File: src/rtl/ramdac_pkg.sv
package ramdac_pkg;

   // Legal color format codes held in the command register
   typedef enum logic [2:0] {
      FMT_IDX8 = 3'b000,
      FMT_DC15 = 3'b101,
      FMT_DC16 = 3'b110,
      FMT_DC24 = 3'b111
   } pix_fmt_e;

   // Host select codes
   localparam logic [2:0] SEL_IDX_LO  = 3'b100;
   localparam logic [2:0] SEL_IDX_DAT = 3'b101;
   localparam logic [2:0] SEL_CMD     = 3'b110;
   localparam logic [2:0] SEL_IDX_HI  = 3'b111;

   // Command register bit positions
   localparam int CMD_FMT_LSB   = 5;
   localparam int CMD_EXT_SPACE = 4;
   localparam int CMD_EXT_PIX   = 3;
   localparam int CMD_PEDESTAL  = 2;
   localparam int CMD_DAC8      = 1;
   localparam int CMD_SLEEP     = 0;

   function automatic logic fmt_legal(input logic [2:0] f);
      logic ok;
      case (f)
         FMT_IDX8, FMT_DC15, FMT_DC16, FMT_DC24: ok = 1'b1;
         default:                                ok = 1'b0;
      endcase
      return ok;
   endfunction

endpackage

File: src/rtl/ramdac_host_dec.sv
module ramdac_host_dec
   import ramdac_pkg::*;
(
   input  logic [2:0] sel,
   input  logic       wr,
   input  logic       rd,
   output logic       we_cmd,
   output logic [1:0] we_idx,
   output logic       we_dat,
   output logic       re_cmd,
   output logic [1:0] re_idx,
   output logic       re_dat
);

   logic hit_cmd, hit_lo, hit_hi, hit_dat;

   always_comb begin
      hit_cmd = (sel == SEL_CMD);
      hit_lo  = (sel == SEL_IDX_LO);
      hit_hi  = (sel == SEL_IDX_HI);
      hit_dat = (sel == SEL_IDX_DAT);
   end

   always_comb begin
      we_cmd = wr & hit_cmd;
      we_idx = {wr & hit_hi, wr & hit_lo};
      we_dat = wr & hit_dat;
      re_cmd = rd & hit_cmd;
      re_idx = {rd & hit_hi, rd & hit_lo};
      re_dat = rd & hit_dat;
   end

endmodule

File: src/rtl/ramdac_ptr_cmd.sv
module ramdac_ptr_cmd
   import ramdac_pkg::*;
#(
   parameter int DW    = 8,
   parameter int IDX_W = 16
) (
   input  logic                clk,
   input  logic                rst_n,
   input  logic                srst,
   input  logic                we_cmd,
   input  logic [IDX_W/DW-1:0] we_idx,
   input  logic [DW-1:0]       wdata,
   output logic [DW-1:0]       cmd_q,
   output logic [IDX_W-1:0]    idx_q
);

   localparam int NBYTE = IDX_W / DW;

   logic [2:0] fmt_nx;

   // A reserved format code keeps the stored format
   always_comb begin
      fmt_nx = fmt_legal(wdata[CMD_FMT_LSB +: 3]) ? wdata[CMD_FMT_LSB +: 3]
                                                  : cmd_q[CMD_FMT_LSB +: 3];
   end

   always_ff @(posedge clk) begin
      if (!rst_n)      cmd_q <= '0;
      else if (srst)   cmd_q <= '0;
      else if (we_cmd) cmd_q <= {fmt_nx, wdata[CMD_FMT_LSB-1:0]};
   end

   // One byte lane of the index pointer per host select code
   for (genvar b = 0; b < NBYTE; b++) begin : g_lane
      always_ff @(posedge clk) begin
         if (!rst_n)         idx_q[b*DW +: DW] <= '0;
         else if (srst)      idx_q[b*DW +: DW] <= '0;
         else if (we_idx[b]) idx_q[b*DW +: DW] <= wdata;
      end
   end

   // the stored format is always a legal code
   p_fmt_legal_r3: assert property (@(posedge clk) disable iff (!rst_n)
      fmt_legal(cmd_q[CMD_FMT_LSB +: 3]));

   // the soft-reset pulse restores command and pointer
   p_srst_clear_r8: assert property (@(posedge clk) disable iff (!rst_n)
      srst |=> (cmd_q == '0 && idx_q == '0));

endmodule

File: src/rtl/ramdac_ext_regs.sv
module ramdac_ext_regs #(
   parameter int            DW        = 8,
   parameter int            IDX_W     = 16,
   parameter int            NUM_MODE  = 2,
   parameter int            MODE_BASE = 3,
   parameter int            MODE_MAX  = 9,
   parameter int            SRST_IDX  = 6,
   parameter logic [DW-1:0] ID0_VAL   = 8'h97,
   parameter logic [DW-1:0] ID1_VAL   = 8'h03
) (
   input  logic                         clk,
   input  logic                         rst_n,
   input  logic                         ext_en,
   input  logic [IDX_W-1:0]             idx,
   input  logic                         we_dat,
   input  logic [DW-1:0]                wdata,
   output logic [DW-1:0]                rd_val,
   output logic [NUM_MODE-1:0][DW-1:0]  mode_q,
   output logic                         srst
);

   localparam logic [IDX_W-1:0] ID0_IDX  = '0;
   localparam logic [IDX_W-1:0] ID1_IDX  = IDX_W'(1);
   localparam logic [IDX_W-1:0] SRST_AT  = IDX_W'(SRST_IDX);
   localparam logic [DW-1:0]    MODE_LIM = DW'(MODE_MAX);

   logic wr_ok;
   logic srst_q;

   always_comb wr_ok = we_dat & ext_en;

   // Self-clearing pulse: armed by the write, gone one cycle later
   always_ff @(posedge clk) begin
      if (!rst_n) srst_q <= 1'b0;
      else        srst_q <= !srst_q && wr_ok && (idx == SRST_AT) && wdata[0];
   end
   assign srst = srst_q;

   for (genvar i = 0; i < NUM_MODE; i++) begin : g_mode
      localparam logic [IDX_W-1:0] MY_IDX = IDX_W'(MODE_BASE + i);
      always_ff @(posedge clk) begin
         if (!rst_n)
            mode_q[i] <= '0;
         else if (wr_ok && idx == MY_IDX && wdata <= MODE_LIM)
            mode_q[i] <= wdata;
      end

      // a reserved mode value is never stored
      p_mode_legal_r5: assert property (@(posedge clk) disable iff (!rst_n)
         mode_q[i] <= MODE_LIM);
   end

   always_comb begin
      rd_val = '0;
      if (ext_en) begin
         if (idx == ID0_IDX) rd_val = ID0_VAL;
         if (idx == ID1_IDX) rd_val = ID1_VAL;
         for (int i = 0; i < NUM_MODE; i++)
            if (idx == IDX_W'(MODE_BASE + i)) rd_val = mode_q[i];
      end
   end

   // the soft-reset request lasts exactly one cycle
   p_srst_pulse_r8: assert property (@(posedge clk) disable iff (!rst_n)
      srst_q |=> !srst_q);

   // a closed window leaves the mode selectors alone
   p_gate_r6: assert property (@(posedge clk) disable iff (!rst_n)
      (we_dat && !ext_en) |=> $stable(mode_q));

endmodule

File: src/rtl/ramdac_ctl_regs.sv
module ramdac_ctl_regs
   import ramdac_pkg::*;
#(
   parameter int            DW        = 8,
   parameter int            IDX_W     = 16,
   parameter int            MODE_BASE = 3,
   parameter int            MODE_MAX  = 9,
   parameter int            SRST_IDX  = 6,
   parameter logic [DW-1:0] VENDOR_ID = 8'h97,
   parameter logic [DW-1:0] DEVICE_ID = 8'h03
) (
   input  logic          clk,
   input  logic          rst_n,
   input  logic [2:0]    host_sel,
   input  logic [DW-1:0] host_wdata,
   input  logic          host_wr,
   input  logic          host_rd,
   output logic [DW-1:0] host_rdata,
   output logic [2:0]    pix_fmt,
   output logic          ext_regs_en,
   output logic          ext_pix_en,
   output logic          pedestal_en,
   output logic          dac_8bit,
   output logic          sleep_req,
   output logic [DW-1:0] mode_primary,
   output logic [DW-1:0] mode_secondary
);

   localparam int NUM_MODE = 2;
   localparam int NBYTE    = IDX_W / DW;

   // Elaboration-time parameter checks
   if (DW != 8) begin : g_bad_dw
      $error("ramdac_ctl_regs: DW must be 8");
   end
   if (NBYTE != 2 || IDX_W % DW != 0) begin : g_bad_idx
      $error("ramdac_ctl_regs: IDX_W must be two data bytes");
   end
   if (MODE_MAX < 0 || MODE_MAX >= (1 << DW)) begin : g_bad_max
      $error("ramdac_ctl_regs: MODE_MAX out of range");
   end
   if (SRST_IDX < 2 || (SRST_IDX >= MODE_BASE && SRST_IDX < MODE_BASE + NUM_MODE)) begin : g_bad_srst
      $error("ramdac_ctl_regs: SRST_IDX collides with another register");
   end

   logic                         we_cmd, we_dat, re_cmd, re_dat;
   logic [1:0]                   we_idx, re_idx;
   logic                         srst;
   logic [DW-1:0]                cmd_q;
   logic [IDX_W-1:0]             idx_q;
   logic [DW-1:0]                ext_rd;
   logic [NUM_MODE-1:0][DW-1:0]  mode_q;

   ramdac_host_dec u_dec (
      .sel    (host_sel),
      .wr     (host_wr),
      .rd     (host_rd),
      .we_cmd (we_cmd),
      .we_idx (we_idx),
      .we_dat (we_dat),
      .re_cmd (re_cmd),
      .re_idx (re_idx),
      .re_dat (re_dat)
   );

   ramdac_ptr_cmd #(.DW(DW), .IDX_W(IDX_W)) u_ptr (
      .clk    (clk),
      .rst_n  (rst_n),
      .srst   (srst),
      .we_cmd (we_cmd),
      .we_idx (we_idx),
      .wdata  (host_wdata),
      .cmd_q  (cmd_q),
      .idx_q  (idx_q)
   );

   ramdac_ext_regs #(
      .DW        (DW),
      .IDX_W     (IDX_W),
      .NUM_MODE  (NUM_MODE),
      .MODE_BASE (MODE_BASE),
      .MODE_MAX  (MODE_MAX),
      .SRST_IDX  (SRST_IDX),
      .ID0_VAL   (VENDOR_ID),
      .ID1_VAL   (DEVICE_ID)
   ) u_ext (
      .clk    (clk),
      .rst_n  (rst_n),
      .ext_en (cmd_q[CMD_EXT_SPACE]),
      .idx    (idx_q),
      .we_dat (we_dat),
      .wdata  (host_wdata),
      .rd_val (ext_rd),
      .mode_q (mode_q),
      .srst   (srst)
   );

   // Read-back mux: zero unless a read strobe names a populated location
   always_comb begin
      host_rdata = '0;
      if (re_cmd)         host_rdata = cmd_q;
      else if (re_idx[0]) host_rdata = idx_q[0 +: DW];
      else if (re_idx[1]) host_rdata = idx_q[DW +: DW];
      else if (re_dat)    host_rdata = ext_rd;
   end

   always_comb begin
      pix_fmt        = cmd_q[CMD_FMT_LSB +: 3];
      ext_regs_en    = cmd_q[CMD_EXT_SPACE];
      ext_pix_en     = cmd_q[CMD_EXT_PIX];
      pedestal_en    = cmd_q[CMD_PEDESTAL];
      dac_8bit       = cmd_q[CMD_DAC8];
      sleep_req      = cmd_q[CMD_SLEEP];
      mode_primary   = mode_q[0];
      mode_secondary = mode_q[1];
   end

endmodule

File: config.mk
export PLATFORM = sky130hd
export DESIGN_NAME = ramdac_ctl_regs
export DESIGN_NICKNAME = d
export VERILOG_FILES = /design/src/rtl/ramdac_pkg.sv /design/src/rtl/ramdac_host_dec.sv /design/src/rtl/ramdac_ptr_cmd.sv /design/src/rtl/ramdac_ext_regs.sv /design/src/rtl/ramdac_ctl_regs.sv
export SDC_FILE = /design/constraint.sdc
export NUM_CORES = 1
export LEC_CHECK = 0
export CORE_UTILIZATION = 53
export CTS_BUF_LIST = sky130_fd_sc_hd__clkbuf_16
export CTS_CLUSTER_DIAMETER = 60
export CTS_CLUSTER_SIZE = 10
export DETAILED_ROUTE_END_ITERATION = 16
export PLACE_DENSITY = 0.9
export SLEW_MARGIN = 20
export SYNTH_ARGS = -nofsm -noshare
export SYNTH_HDL_FRONTEND = slang
export SYNTH_SLANG_ARGS = --single-unit
File: constraint.sdc
create_clock -name clk -period 3.6 [get_ports clk]
set_input_delay 0.54 -clock clk [delete_from_list [all_inputs] [get_ports clk]]
set_output_delay 0.54 -clock clk [all_outputs]
set_load 0.1 [all_outputs]
# Word level (Yosys, flattened, before mapping)
# Cells that the tools add are included.
[totals]
word_cells = 52
in_bits = 15
output_inout_bits = 32
register_bits = 41
[classes]
n_lt_le_gt_ge = 1
mux = 10
reduce_logical = 13
eq_ne = 11
bitwise_logic = 10
[ops]
columns = ["operator", "n"]
rows = [
  ["8-bit 2-to-1 mux", 9],
  ["16-bit by 3-bit == test with 1-bit output, second input constant", 2],
  ["3-bit == test, second input constant", 7],
  ["16-bit by 1-bit == test with 1-bit output, second input constant", 1],
  ["16-bit by 2-bit == test with 1-bit output, second input constant", 1],
  ["16-bit logical NOT", 1],
  ["1-bit AND", 9],
  ["8-bit by 4-bit <= comparator with 1-bit output, second input constant", 1],
  ["1-bit logical AND", 7],
  ["4-bit OR reduction", 1],
  ["3-bit logical NOT", 1],
  ["2-bit AND reduction", 1],
  ["2-bit OR reduction", 1],
  ["1-bit logical NOT", 1],
  ["1-bit 2-to-1 mux", 1],
  ["1-bit NOT", 1],
]

# Logic depth before layout (Yosys ltp)
# Gate-level depths: netlist (run 1).
[depth]
ltp_word = 10
depth_mapped = 6
ltp_nobuf = 4

# Hierarchy
# A second synthesis (run 1) with hierarchy kept.
[unflattened]
cells_unflattened = 226
area_unflattened_um2 = 2099.5
[modules_own_cells]
columns = ["mod", "cells_each", "seq_area_each_um2", "instances", "area_each_um2"]
rows = [
  ["ramdac_ptr_cmd", 86, 480.5, 1, 899.6],
  ["ramdac_ext_regs", 99, 340.3, 1, 898.4],
  ["ramdac_ctl_regs", 33, 0.0, 1, 211.5],
  ["ramdac_host_dec", 8, 0.0, 1, 90.1],
]

# Worst setup path before layout (run 1)
# OpenSTA, ideal clock, no wires.
[synth_path]
path_kind = "reg2out"
from = "register u_ptr.cmd_q[4]"
to = "output host_rdata[3]"
t_required_ns = 3.060
setup_slack_ns = -0.467
path_buffers = 1
stages_incl_launch_ff = 6
arrival_ns = 3.527
cell_sequence = "dfxtp_1 -> nand3b_1 -> nor2_1 -> clkbuf_1 -> nand3_1 -> a31oi_1"
[synth_between]
elab_chain_len = 5
[synth_rtl]
columns = ["element", "line_no", "text"]
rows = [
  ["from (decl)", "ramdac_ptr_cmd.sv:13", "output logic [DW-1:0] cmd_q,"],
  ["from (signal assigned)", "ramdac_ptr_cmd.sv:30", "else if (we_cmd) cmd_q <= {fmt_nx, wdata[CMD_FMT_LSB-1:0]};"],
  ["8-bit 2-to-1 mux", "ramdac_ext_regs.sv:55", "if (ext_en) begin"],
  ["8-bit 2-to-1 mux", "ramdac_ctl_regs.sv:104", "else if (re_dat) host_rdata = ext_rd;"],
  ["8-bit 2-to-1 mux", "ramdac_ctl_regs.sv:103", "else if (re_idx[1]) host_rdata = idx_q[DW +: DW];"],
  ["8-bit 2-to-1 mux", "ramdac_ctl_regs.sv:102", "else if (re_idx[0]) host_rdata = idx_q[0 +: DW];"],
  ["8-bit 2-to-1 mux", "ramdac_ctl_regs.sv:101", "if (re_cmd) host_rdata = cmd_q;"],
  ["to (decl)", "ramdac_ctl_regs.sv:18", "output logic [DW-1:0] host_rdata,"],
]
# Every way passes these cells.

# Worst setup path in the final report (run 1)
[layout_path]
from = "register u_ptr.idx_q[4]"
to = "output host_rdata[1]"
[layout_between]
elab_chain_len = 10
word_cells_on_any_way = 13
classes_between = "eq/ne (3); mux (9); reduce/logical (1)"
[layout_rtl]
columns = ["element", "line_no", "text"]
rows = [
  ["from (decl)", "ramdac_ptr_cmd.sv:14", "output logic [IDX_W-1:0] idx_q"],
  ["from (signal, indexed assignment)", "ramdac_ptr_cmd.sv:38", "else if (we_idx[b]) idx_q[b*DW +: DW] <= wdata;"],
  ["16-bit logical NOT", "ramdac_ext_regs.sv:56", "if (idx == ID0_IDX) rd_val = ID0_VAL;"],
  ["8-bit 2-to-1 mux", "ramdac_ext_regs.sv:56", ""],
  ["8-bit 2-to-1 mux", "ramdac_ext_regs.sv:57", "if (idx == ID1_IDX) rd_val = ID1_VAL;"],
  ["8-bit 2-to-1 mux", "ramdac_ext_regs.sv:59", "if (idx == IDX_W'(MODE_BASE + i)) rd_val = mode_q[i];"],
  ["8-bit 2-to-1 mux (*)", "ramdac_ext_regs.sv:59", ""],
  ["8-bit 2-to-1 mux (*)", "ramdac_ext_regs.sv:55", ""],
  ["8-bit 2-to-1 mux (*)", "ramdac_ctl_regs.sv:104", ""],
  ["8-bit 2-to-1 mux (*)", "ramdac_ctl_regs.sv:103", ""],
  ["8-bit 2-to-1 mux (*)", "ramdac_ctl_regs.sv:102", ""],
  ["8-bit 2-to-1 mux (*)", "ramdac_ctl_regs.sv:101", ""],
]
# Mark *: on every way between the ends. The rest lies on a longest branch, timed or not.

==> results of run 1 <==
-- stage by stage --
step	cell area [um^2]	instances
final	2740	315
after detailed placement	2600	307
after global routing	2740	315
after global placement	2600	307
after CTS	2740	315
after floorplan	2020	226
-- cells in the final DEF, fill, tap and decap left out, types with 5 or more instances in the layout --
master | synthesis | final
dfxtp_1 | 41 | 41
clkdlybuf4s50_1 | 0 | 38
nand2_1 | 31 | 31
nor2_1 | 24 | 24
mux2i_1 | 21 | 21
a21oi_1 | 11 | 11
and3_1 | 9 | 9
buf_12 | 0 | 8
o21ai_0 | 7 | 7
or4_1 | 5 | 5
a222oi_1 | 5 | 5
clkbuf_16 | 0 | 5
buf_4 | 2 | 5
-- worst max-delay path, delay by kind of cell (launching register included) --
family / cells / cell delay (ns)
AO/OA/AOI/OAI: 2 / 0.52
buffers and inverters: 1 / 0.20
flip-flops: 1 / 0.34
AND/OR/NAND/NOR: 2 / 1.25
-- path summary, 6_finish.rpt --
path / endpoint / slack [ns] / cells after the start
hold / removal: u_ptr.idx_q[10]$_SDFFE_PP0P_ / 0.48 / 2
setup / recovery: host_rdata[1] / 0.46 / 5
hold reg to reg: u_ptr.idx_q[10]$_SDFFE_PP0P_ / 0.48 / 2
setup reg to reg: u_ext.mode_q[13]$_SDFFE_PN0P_ / 1.32 / 4
-- final cells by class --
cell class,instances,area [um^2],share of cell area [%]
tap,46,57.6,2.10
clock buffer,5,125,4.57
sequential,41,821,30.0
multi-input combinational,168,1140,41.6
clock inverter,3,13.8,0.503
inverter,1,3.75,0.137
timing repair buffer,51,578,21.1
-- per-layer routing --
layer | part of all wire (%) | up-vias | GRT usage [%]
li1 | - | 919 | -
met1 | 44 | 935 | 35.4
met5 | 0 | - | 0
met3 | 5.8 | 15 | 4.89
met4 | 2.4 | 0 | 12.5
met2 | 47 | 89 | 47.8
-- cells by family after synthesis --
kind of cell | after synthesis | synth area share (%)
DFF | 41 | 41.3
AOI/OAI and AO/OA | 47 | 15.2
buffers and inverters | 17 | 3.58
xor gates and xnor gates | 2 | 0.881
muxes | 21 | 10.6
and+or+nand+nor | 98 | 28.5
-- power by group through the flow --
stage                     logic (mW)  registers (mW)  clock network [mW]
after floorplan               0.0759           0.493                   0
after global placement         0.136           0.477                   0
after detailed placement       0.139           0.478                   0
after CTS                      0.140           0.468               0.424
after global routing           0.148           0.469               0.444
final                          0.141           0.468               0.421
-- flip-flops by register name (all words and copies together), names as in the netlist --
name,flops
u_ext.srst,1
u_ext.mode_q,16
u_ptr.idx_q,16
u_ptr.cmd_q,8
-- Yosys cell counts, drive strengths merged, types with 3 or more instances --
library cell,number
nor2,24
a211oi,4
nand3,5
or4,6
o2111ai,3
nand4b,3
clkbuf,12
nand2,31
nand4,5
a222oi,5
buf,4
o22ai,4
a31oi,3
nor4,3
o21ai,12
and3,9
dfxtp,41
mux2i,21
a21oi,11
==> results.md, run 1 <==
* CTS resizes at 0
* CTS Root Cell: clkbuf_16
* H-tree depth at 2
* Startpoint Class: register
* HP Class: reg2reg
* Number of port buffers at between 40 and 50
* Worst Skew at approximately 0.0072 ns
* Global-route wire length before repair at 8850 um
* PnR Total Power at a little over 1 mW
* Finish-stage setup viols at 0
* Synthesis-to-layout area growth at 37.5%
* Count of pins over their slew limit at 0
* Least-Margin Pin Slew at 0.980 ns
* Setup ws final at ~0.46 ns
* Synth Register Bits at between 40 and 50
* Inserted Diodes at 0
* Total Routing Usage GR at between 20 and 30%
* Place WS at about 0.72 ns
* Final core occ at about four fifths
* Crit Path Max Fanout at 12
* Logic pwr share at 13.7%
* # Post-CTS Setup Buffers at 0
* CP peak stage delay at 0.65 ns
* Main synth FF type: dfxtp_1
* Fraction of registers with async set/reset at 0%
* Share of cells above drive strength 1 at roughly an eighth
* DR vias/cell at around 6.2
* Clk Latency, worst-skew pair at between 0.2 and 0.3 ns
* Peak supply drop at around 0.00028 V
* CP startpoint: u_ptr.idx_q[4]$_SDFFE_PP0P_
* Mapped Cells at about 230
* Clk pwr share at roughly 41%
* Vias in the first global route at between 1.5k and 2k
* CTS max path bufs at 2
* Hold Crit Start: u_ptr.idx_q[10]$_SDFFE_PP0P_
* Rows at 21
* # hold bufs at CTS at 0
* Synth top area share at between 40% and 50%
* Sequential share of the synthesized area at 41.3%
* DR pass1 iterations at 5
* CORE AREA at 3470 um^2
* CTS tree: done
* Max cap viols at 0
* Worst relative slew slack at approximately a third
* Vias at about 2.0k
* Post-DP HPWL at between 3000 and 4000 um
* Post-route minimum period at between 3 and 4 ns
* P_sw at 268 uW
* IO Count at 47
* Cell Pwr Density at between 300 and 400 nW/um^2
* YS warnings at 0
* Chip width at 63.3 um
* Switching Fraction at a little over a quarter
* Largest net degree at the start of global routing at 26
* Setup TNS at 0 ns
* R2r startpoint: u_ptr.idx_q[4]$_SDFFE_PP0P_
* Die Area at roughly 4000 um^2
* CP arrival at 2.60 ns
* Initial antenna violation count at 0
* Worst-path cell with the longest stage delay: nor4_4
* DRT iter0 DRCs at about 220
* Fillers at 231
* Die height at approximately 63 um
* GRT overflow at 0
* Required @ worst endpoint at between 3 and 4 ns
* Inserted Clock Buffers at 5
* Tcrit/Tclk final at 87.2%
* EDFF count, synth at 0
* Cell accounting for the most synthesized area: dfxtp_1
* DRC at 0
* Fmax at between 300 and 400 MHz
* Avg WL per Cell at about 17 um
* Hold Slack at around 0.48 ns
* Internal Power at ~760 uW
* Fin. Hold Viols at 0
* Post-synthesis cell area at 1990 um^2
* Final GP Congestion at ~0.9
* Critical-path cell list: or4_1 -> nor4_4 -> o211ai_1 -> o21ai_2 -> buf_12
* Worst-path clk slew at around 0.06 ns
* Synth area leaders: dfxtp_1, mux2i_1, nand2_1
* Clock Sinks at 41
* Status: finished, final reports clean
* Worst Setup End Kind: primary output
* RSZ-0062 raised after global routing: no
* Yosys cell types at 40
* Sequential share of power at 45.4%
* Final net count at 283
* Routed wire length at 5400 um
* Mapped Nets at approximately 240
* Initial Util at 57.4%
* Post-route ant nets at 0
* Leak pwr at ~1.1 nW
* Syn_area_per_cell at roughly 9 um^2
* Setup CP Type: reg2out
(Power assumes the default switching activity.)
==> run 2, diff against run 1 <==
Settings changed: CAP_MARGIN set to 20.
==> results of run 2 <==
The final DEF is identical to that of run 1; final timing and power are the same.
==> run 3, diff against run 2 <==
Settings changed: TNS_END_PERCENT set to 5.
==> results.md, run 3 (synthesis results as in run 1) <==
* Setup ws final at 0.292 ns
* Fin. Hold Viols at 0
* CTS resizes at 0
* Global-route wire length before repair at approximately 8600 um
* Clock Sinks at 41
* RSZ-0062 raised after global routing: no
* GRT overflow at 0
* Logic pwr share at 13.3%
* R2r endpoint: u_ext.mode_q[15]$_SDFFE_PN0P_
* Routed wire length at between 5000 and 6000 um
* PnR Total Power at 1.05 mW
* Post-DP HPWL at around 3700 um
* H-tree depth at 2
* Fillers at about 230
* Tcrit/Tclk final at between 90 and 100%
* Initial antenna violation count at 0
* Vias at 1907
* Clk Latency, worst-skew pair at roughly 0.29 ns
* Finished Cell Area at ~2700 um^2
* CTS Root Cell: clkbuf_16
* Multi-input gate area at 1110 um^2
* IO Count at 47
* HP Class: reg2reg
* Peak supply drop at 0.000261 V
* # hold bufs at CTS at 0
* Status: finished, final reports clean
* Count of pins over their slew limit at 0
* Final GP Congestion at 0.935
* Largest net degree at the start of global routing at 26
* Worst-path clk slew at around 0.060 ns
* Finish-stage setup viols at 0
* Hold Crit Start: u_ext.mode_q[2]$_SDFFE_PN0P_
* Largest regs: u_ext.mode_q: 16 flops, u_ptr.idx_q: 16 flops, u_ptr.cmd_q: 8 flops
* Hold Slack at approximately 0.48 ns
* Chip width at ~63 um
* Die Area at between 4000 and 5000 um^2
* Post-route ant nets at 0
* Worst Setup End Kind: primary output
* Cell Pwr Density at about 390 nW/um^2
* P_sw at roughly 280 uW
* CTS max path bufs at 2
* Inserted Clock Buffers at 5
* Worst reg2reg path depth at 4
* Crit Path Max Fanout at 9
* Rows at 21
* Post-route minimum period at 3.31 ns
* Worst relative slew slack at about a third
* DR vias/cell at between 6 and 7
* CORE AREA at 3470 um^2
* Setup CP Type: reg2out
* # Post-CTS Setup Buffers at 0
* CP arrival at 2.77 ns
* Number of port buffers at 46
* Fmax at approximately 300 MHz
* Switching Fraction at a little over a quarter
* Clk pwr share at a little over two fifths
* Total Routing Usage GR at between 20 and 30%
* Vias in the first global route at around 1.8k
* FF/Latch Area at slightly above 800 um^2
* Avg WL per Cell at between 15 and 20 um
* DRT iter0 DRCs at 206
* Die height at approximately 63 um
* Final net count at 283
* Max cap viols at 0
* Leak pwr at about 1.1 nW
* Hold endpoint: u_ext.mode_q[2]$_SDFFE_PN0P_
* Share of cells above drive strength 1 at between 10% and 20%
* Place WS at a little under 0.7 ns
* Worst Skew at around 0.0031 ns
* Startpoint Class: register
* R2r startpoint: u_ptr.idx_q[4]$_SDFFE_PP0P_
* Worst Hold Depth at 2
* Most frequent cells in the layout: dfxtp_1, clkdlybuf4s50_1, nand2_1, nor2_1, mux2i_1
* Final core occ at 78.4%
* Internal Power at ~770 uW
* Dpl cell area at 2570 um^2
* Commonest non-fill, non-tap cell in the layout: dfxtp_1
* DR pass1 iterations at 4
* Initial Util at between 50% and 60%
* CTS tree: done
* Sequential share of power at 44.6%
* Synthesis-to-layout area growth at 36.6%
* DRC at 0
* Required @ worst endpoint at approximately 3.1 ns
* Inserted Diodes at 0
* Least-Margin Pin Slew at slightly below 1 ns
* Reg2Reg Setup Slack at between 1 and 1.5 ns
run 3: cell types whose count changed in the layout (fill, tap and decap cells not counted):
cell        delta
o21ai_1        +4
o21ai_2        -4
clkinvlp_4     +3
a31oi_1        +2
a31oi_2        -2
clkinv_2       -2
inv_1          -1
run 3: worst max path at each step:
| stage | start | to | cells past startpoint |
|---|---|---|---|
| after global routing | u_ptr.idx_q[2]$_SDFFE_PP0P_ | host_rdata[5] | 5 |
| after global placement | host_sel[0] | host_rdata[2] | 6 |
| final | u_ptr.idx_q[2]$_SDFFE_PP0P_ | host_rdata[5] | 5 |
| after detailed placement | host_sel[1] | host_rdata[5] | 6 |
| after floorplan | u_ptr.cmd_q[4]$_SDFFE_PP0P_ | host_rdata[5] | 5 |
| after CTS | u_ptr.idx_q[2]$_SDFFE_PP0P_ | host_rdata[5] | 5 |
run 3: per-stage QoR:
step | cells | TNS (ns)
3_5_place_dp | 307 | 0
4_1_cts | 315 | 0
2_1_floorplan | 226 | -1.56
3_3_place_gp | 307 | 0
5_1_grt | 315 | 0
6_report | 315 | 0
run 3: metal layers:
layer	GRT usage, %	share of wire, %	up-vias
li1	-	-	922
met1	35.8	44	892
met2	44.4	47	84
met3	6.70	6.8	9
met4	11.9	2.0	0
met5	0	0	-
run 3: layout make-up:
type | count | share of cell area (%)
multi-input combinational | 168 | 40.8
sequential | 41 | 30.2
timing repair buffer | 51 | 21.3
clock buffer | 5 | 4.60
tap | 46 | 2.12
clock inverter | 3 | 0.829
inverter | 1 | 0.138
run 3: worst max-delay path, cell delays in order (launching register included):
cell and delay [ns]:
dfxtp_1 0.50, or4b_2 0.63, nor4_1 0.49, nand3_1 0.24
a31oi_1 0.39, buf_12 0.22
run 3: power groups by stage:
stage	clock network [mW]	registers, mW	logic [mW]
CTS	0.447	0.467	0.139
global route	0.466	0.468	0.147
floorplan	0	0.493	0.0748
detailed placement	0	0.477	0.137
global placement	0	0.477	0.136
finish	0.442	0.468	0.140
